File: src/rtl/gpio_grp_irq_pkg.sv
package gpio_grp_irq_pkg;
  localparam int LINES_PER_GRP = 16;
  localparam int WORD_W        = 32;
  localparam int FIELD_W       = 4;
  localparam int ADDR_W        = 8;

  typedef enum logic [3:0] {
    TRG_LOW  = 4'd0,
    TRG_HIGH = 4'd1,
    TRG_FALL = 4'd2,
    TRG_RISE = 4'd4,
    TRG_BOTH = 4'd6
  } trig_e;

  typedef enum logic [1:0] {
    RK_TRIG = 2'd0,
    RK_MASK = 2'd1,
    RK_PEND = 2'd2,
    RK_SVC  = 2'd3
  } reg_kind_e;

  // Event decision for one line from its current and previous synchronized sample.
  function automatic logic trig_hit(input logic [3:0] code, input logic cur, input logic prv);
    case (code)
      TRG_LOW:  return !cur;
      TRG_HIGH: return cur;
      TRG_FALL: return !cur && prv;
      TRG_RISE: return cur && !prv;
      TRG_BOTH: return cur != prv;
      default:  return 1'b0;
    endcase
  endfunction

  // Address is valid when bit 7 and the byte lane bits are zero.
  function automatic logic addr_ok(input logic [ADDR_W-1:0] a, input int nwords);
    return !a[7] && (a[1:0] == 2'b00) &&
           ((a[6:5] == RK_SVC) ? (a[4:2] == 3'd0) : (int'(a[4:2]) < nwords));
  endfunction
endpackage

File: src/rtl/gint_sync.sv
module gint_sync #(
  parameter int N = 16
) (
  input  logic         clk,
  input  logic         rst_n,
  input  logic [N-1:0] async_i,
  output logic [N-1:0] cur_o,
  output logic [N-1:0] prv_o
);
  logic [N-1:0] meta_q;
  logic [N-1:0] cur_q;
  logic [N-1:0] prv_q;

  always_ff @(posedge clk or negedge rst_n) begin
    if (!rst_n) begin
      meta_q <= '0;
      cur_q  <= '0;
      prv_q  <= '0;
    end else begin
      meta_q <= async_i;
      cur_q  <= meta_q;
      prv_q  <= cur_q;
    end
  end

  assign cur_o = cur_q;
  assign prv_o = prv_q;
endmodule

File: src/rtl/gint_event.sv
module gint_event import gpio_grp_irq_pkg::*; #(
  parameter int NL = 16
) (
  input  logic [NL-1:0] trig_i,
  input  logic [NL-1:0] cur_i,
  input  logic [NL-1:0] prv_i,
  output logic [NL-1:0] set_o
);
  // One 4-bit field per four consecutive lines: line i uses field at bit 4*(i/4).
  for (genvar i = 0; i < NL; i++) begin : g_line
    localparam int FB = (i / FIELD_W) * FIELD_W;
    assign set_o[i] = trig_hit(trig_i[FB +: FIELD_W], cur_i[i], prv_i[i]);
  end
endmodule

File: src/rtl/gint_svc_enc.sv
module gint_svc_enc import gpio_grp_irq_pkg::*; #(
  parameter int NG = 9
) (
  input  logic [NG*LINES_PER_GRP-1:0] act_i,
  output logic [7:0]                  svc_o
);
  always_comb begin
    logic found;
    found = 1'b0;
    svc_o = 8'h00;
    for (int g = 0; g < NG; g++) begin
      for (int p = 0; p < LINES_PER_GRP; p++) begin
        if (!found && act_i[g*LINES_PER_GRP + p]) begin
          found = 1'b1;
          svc_o = {4'(g + 1), 4'(p)};
        end
      end
    end
  end
endmodule

File: src/rtl/gpio_grp_irq.sv
module gpio_grp_irq import gpio_grp_irq_pkg::*; #(
  parameter int NG = 9
) (
  input  logic                        clk,
  input  logic                        rst_n,
  input  logic [NG*LINES_PER_GRP-1:0] lines_i,
  input  logic                        wr_en,
  input  logic [ADDR_W-1:0]           wr_addr,
  input  logic [WORD_W-1:0]           wr_data,
  input  logic [ADDR_W-1:0]           rd_addr,
  output logic [WORD_W-1:0]           rd_data,
  output logic                        irq_o,
  output logic [7:0]                  svc_o
);
  localparam int NL = NG * LINES_PER_GRP;
  localparam int NW = (NG + 1) / 2;
  localparam int NP = NW * WORD_W;

  logic [NL-1:0] cur, prv;
  logic [NL-1:0] set_vec, clr_vec;
  logic [NL-1:0] trig_q, mask_q, pend_q;
  logic [NL-1:0] act;
  logic [NP-1:0] trig_pad, mask_pad, pend_pad;

  logic      wr_ok;
  reg_kind_e wr_kind, rd_kind;

  gint_sync #(.N(NL)) u_sync (
    .clk    (clk),
    .rst_n  (rst_n),
    .async_i(lines_i),
    .cur_o  (cur),
    .prv_o  (prv)
  );

  gint_event #(.NL(NL)) u_event (
    .trig_i(trig_q),
    .cur_i (cur),
    .prv_i (prv),
    .set_o (set_vec)
  );

  assign wr_kind = reg_kind_e'(wr_addr[6:5]);
  assign rd_kind = reg_kind_e'(rd_addr[6:5]);
  assign wr_ok   = wr_en && addr_ok(wr_addr, NW);

  // Per-bit clear request from a pending-word write.
  always_comb begin
    for (int b = 0; b < NL; b++) begin
      clr_vec[b] = wr_ok && (wr_kind == RK_PEND) &&
                   (b / WORD_W == int'(wr_addr[4:2])) && wr_data[b % WORD_W];
    end
  end

  always_ff @(posedge clk or negedge rst_n) begin
    if (!rst_n) begin
      trig_q <= '0;
      mask_q <= '1;
      pend_q <= '0;
    end else begin
      for (int b = 0; b < NL; b++) begin
        if (wr_ok && (b / WORD_W == int'(wr_addr[4:2]))) begin
          if (wr_kind == RK_TRIG) trig_q[b] <= wr_data[b % WORD_W];
          if (wr_kind == RK_MASK) mask_q[b] <= wr_data[b % WORD_W];
        end
        pend_q[b] <= set_vec[b] | (pend_q[b] & ~clr_vec[b]);
      end
    end
  end

  assign act   = pend_q & ~mask_q;
  assign irq_o = |act;

  gint_svc_enc #(.NG(NG)) u_enc (
    .act_i(act),
    .svc_o(svc_o)
  );

  assign trig_pad = NP'(trig_q);
  assign mask_pad = NP'(mask_q);
  assign pend_pad = NP'(pend_q);

  always_comb begin
    rd_data = '0;
    if (addr_ok(rd_addr, NW)) begin
      if (rd_kind == RK_SVC) begin
        rd_data = {24'h0, svc_o};
      end else begin
        for (int w = 0; w < NW; w++) begin
          if (w == int'(rd_addr[4:2])) begin
            case (rd_kind)
              RK_TRIG: rd_data = trig_pad[w*WORD_W +: WORD_W];
              RK_MASK: rd_data = mask_pad[w*WORD_W +: WORD_W];
              default: rd_data = pend_pad[w*WORD_W +: WORD_W];
            endcase
          end
        end
      end
    end
  end
endmodule

File: config.mk
export PLATFORM = sky130hd
export DESIGN_NAME = gpio_grp_irq
export DESIGN_NICKNAME = d
export VERILOG_FILES = /design/src/rtl/gpio_grp_irq_pkg.sv /design/src/rtl/gint_sync.sv /design/src/rtl/gint_event.sv /design/src/rtl/gint_svc_enc.sv /design/src/rtl/gpio_grp_irq.sv
export SDC_FILE = /design/constraint.sdc
export NUM_CORES = 2
export LEC_CHECK = 0
export BUFFER_PORTS_ARGS = -buffer_cell sky130_fd_sc_hd__buf_2
export CAP_MARGIN = 30
export CELL_PAD_IN_SITES_DETAIL_PLACEMENT = 1
export CELL_PAD_IN_SITES_GLOBAL_PLACEMENT = 2
export CORE_MARGIN = 5
export CORE_UTILIZATION = 37
export DETAILED_ROUTE_END_ITERATION = 12
export PLACE_DENSITY = 0.83
export RECOVER_POWER = 50
export SLEW_MARGIN = 20
export SYNTH_ARGS = -nofsm -noshare
export SYNTH_HDL_FRONTEND = slang
export SYNTH_SLANG_ARGS = --single-unit
File: constraint.sdc
create_clock -name clk -period 2.65 [get_ports clk]
set_input_delay 0.265 -clock clk [delete_from_list [all_inputs] [get_ports clk]]
set_output_delay 0.265 -clock clk [all_outputs]
set_load 0.005 [all_outputs]
==> metrics.md <==
| Metric | Value |
|---|---|
| R2r endpoint | pend_q[40]$_DFF_PN0_ |
| Most common cell in the netlist | dfrtp_1 |
| Mapped Area | 0.0460 mm² |
| Die height | 363 µm |
| Final core utilization | 0.491 |
| # setup viols final | 28 |
| Met3 Wirelength | 7.81 mm |
| Synth area leader | dfrtp_1 |
| Slew Limit Fails | 0 |
| HP Start | wr_data[6] |
| Clock Pin Slew Worst Setup and Hold Paths | 0.07 ns |
| Clk_lat worst skew | 0.74 ns |
| GP Congestion | 1.01 |
| Worst Hold End | pend_q[70]$_DFF_PN0_ |
| Final #Nets | 5,896 |
| Vias in the first global route | 41,355 |
| Post-route ant nets | 0 |
| Min-Delay Path Depth | 4 |
| WL met2 | 81.1 mm |
| Setup ws final | -1.30 ns |
| Final cycle utilization of the critical path | 1.49 |
| RSZ-0062 raised after global routing | yes |
| Setup CP Type | flip-flop to primary output |
| Final Power | 32.9 mW |
| Vias | 37,991 |
| Clock Skew | 0.0251 ns |
| Yosys Warn Count | 0 |
| Maximum vdd drop | 0.671 mV |
| Primary FF master, synth | dfrtp_1 |
| Critical path data required time | 2.38 ns |
| Mapped Avg Cell Area | 10.4 µm² |
| Seq cells post-synth | 864 |
| Crit Reg-Reg Startpoint | trig_q[40]$_DFFE_PN0P_ |
| Final cell count without fillers | 7,141 |
| Port Buffers | 235 |
| DRT Pass-1 Iters | 8 |
| Initial antenna violation count | 8 |
| Clk sinks | 864 |
| Outcome | finished, violations left |
| CP Max Fanout | 5 |
| Hold Fails Final Rpt | 0 |
| Worst Path Arrival | 3.68 ns |
| Worst Reg-to-Reg Cells | 4 |
| Dpl cells | 6,741 |
| Worst Tran Pin Value | 1.48 ns |
| Leakage | 28.4 nW |
| Initial Utilization | 0.372 |
| Largest net degree at the start of global routing | 94 |
| TritonCTS buffer count | 101 |
| Cells after Synth | 4,413 |
| Tmin final | 3.95 ns |
| Post-synth cell types | 94 |
| Wl on met1 | 72.3 mm |
| Post-synthesis sequential area ratio | 0.474 |
| Post-synth top cells | 720 x dfrtp_1, 474 x nand2_1, 378 x inv_1, 320 x mux2_2, 288 x ha_1 |
| Top layer in use | met5 |
| CTS H-tree lvls | 3 |
| Post-Route WL | 166 mm |
| HPWL Detailed | 120 mm |
| Core area | 0.124 mm² |
| Slew HR | 0.0108 |
| Avg WL per Cell | 23.3 µm |
| GRT Util Overall | 0.249 |
| Area contributors post-synth | dfrtp_1 39%, dfstp_2 8.2%, ha_1 7.8%, mux2_2 7.8%, nand2_1 3.9% |
| Critical Path End Type | primary output |
| Placed Area | 0.0540 mm² |
| Setup TNS | -24.88 ns |
| Overflow after GRT | 0 |
| FILL cells | 13,587 |
| Asr flop ratio synth | 1.00 |
| Setup WS pre-CTS | -0.913 ns |
| Syn_nets | 4,896 |
| CTS tree | built |
| Post-DR vias/cell | 5.32 |
| Max Cap Viol | 0 |
| DR iter-0 viols | 2,409 |
| Fin Hold WS | 0.0595 ns |
| Root buffer cell | clkbuf_16 |
| Hold Crit Class | input port to flip-flop |
| Share of the synthesized area in the top cell type | 0.392 |
| Die X | 363 µm |
| Number of enable flip-flop cells after synthesis | 0 |
| Startpoint types | flip-flop |
| Final Instance Area | 0.0607 mm² |
| Die area | 0.131 mm² |
| Worst-case clock buffer depth | 3 |
| Failing checks | setup timing |
| Worst reg2reg setup slack | 0.86 ns |
| P&R area growth vs syn | 32.0% |
| DRC viols | 0 |
| Layout cell share with drive strength beyond 1 | 0.333 |
| I/O pins | 236 |
| Pwr dens | 543 mW/mm² |
| First-pass GRT wire length | 254 mm |
| Cell Rows | 129 |
| Fmax | 253 MHz |
## worst max path at each step
stage                            end  slack [ns]              startpoint  depth (start not counted)
final                     rd_data[4]       -1.30  mask_q[24]$_DFFE_PN1P_                         15
after CTS                 rd_data[2]       -1.34  mask_q[24]$_DFFE_PN1P_                         14
after global routing        svc_o[0]       -1.43  mask_q[75]$_DFFE_PN1P_                         14
after global placement    rd_data[5]       -0.86  mask_q[57]$_DFFE_PN1P_                         13
after floorplan           rd_data[4]       0.001  mask_q[47]$_DFFE_PN1P_                         11
after detailed placement  rd_data[2]       -0.91  mask_q[57]$_DFFE_PN1P_                         14
## cell families after synthesis
group,Yosys count,synth area share
XOR/XNOR,123,0.0234
buffers and inverters,618,0.0515
adder cells (fa/ha/maj),289,0.0786
AND/OR/NAND/NOR,1241,0.132
multiplexers,501,0.129
flip-flops,864,0.474
AO/OA/AOI/OAI,777,0.112
## area by class of cell
class	count	area [µm²]	area share
Sequential cell	864	21800	0.360
Multi-Input combinational cell	2931	22900	0.377
Clock buffer	139	2850	0.0470
Antenna cell	2	5.00	0.0000824
Tap cell	1637	2050	0.0337
Clock inverter	53	769	0.0127
Inverter	380	1430	0.0235
Timing Repair Buffer	1135	8920	0.147
## worst max-delay path, stage by stage (launching register included)
cell and delay [ns]:
dfstp_2 0.55, nor2b_4 0.05, nor4b_4 0.27, buf_4 0.19, nand4_4 0.15, nor4_4 0.36
buf_12 0.17, buf_8 0.11, buf_6 0.10, nand4_1 0.09, buf_6 0.17, o32ai_2 0.09
buf_4 0.17, nor4_4 0.06, a31oi_2 0.23, buf_6 0.17
## power breakdown
group	leakage, nW	total (mW)	internal (mW)	switching, mW
Clock	1.76	15.3	9.23	6.04
Sequential	9.73	14.3	13.8	0.486
Combinational	16.9	3.42	1.48	1.94
## cells in the final DEF, fill, tap and decap left out, types with 45 or more instances in the layout
cell,count
nand2b_1,72
o21ai_0,235
ha_1,288
dfstp_2,144
dfrtp_1,693
xor2_1,102
nand2_1,464
buf_4,654
clkbuf_1,49
clkbuf_16,104
a22oi_1,45
nor2_1,275
nor2b_1,145
buf_6,51
a21oi_1,136
inv_1,376
a221o_1,60
mux2i_1,136
buf_2,190
dlygate4sd3_1,170
mux2_2,304
## state kept, by name (all words and copies together), names as in the netlist
name	count
mask_q	144
trig_q	144
u_sync.cur_o	144
pend_q	144
u_sync.meta_q	144
u_sync.prv_o	144
## repair_timing
action,in CTS,in global routing
resized for setup,210,102
setup buffers,28,22
pin swaps,64,59
endpoints found under the hold margin,643,0
setup endpoints to repair,39,40
gates cloned,1,0
hold buffers,170,0
## routing by layer
layer,GRT usage,up-vias
li1,-,17170
met1,0.326,19628
met2,0.426,911
met3,0.0424,276
met4,0.0729,6
met5,0,-
Power figures use the tool's default switching activity.
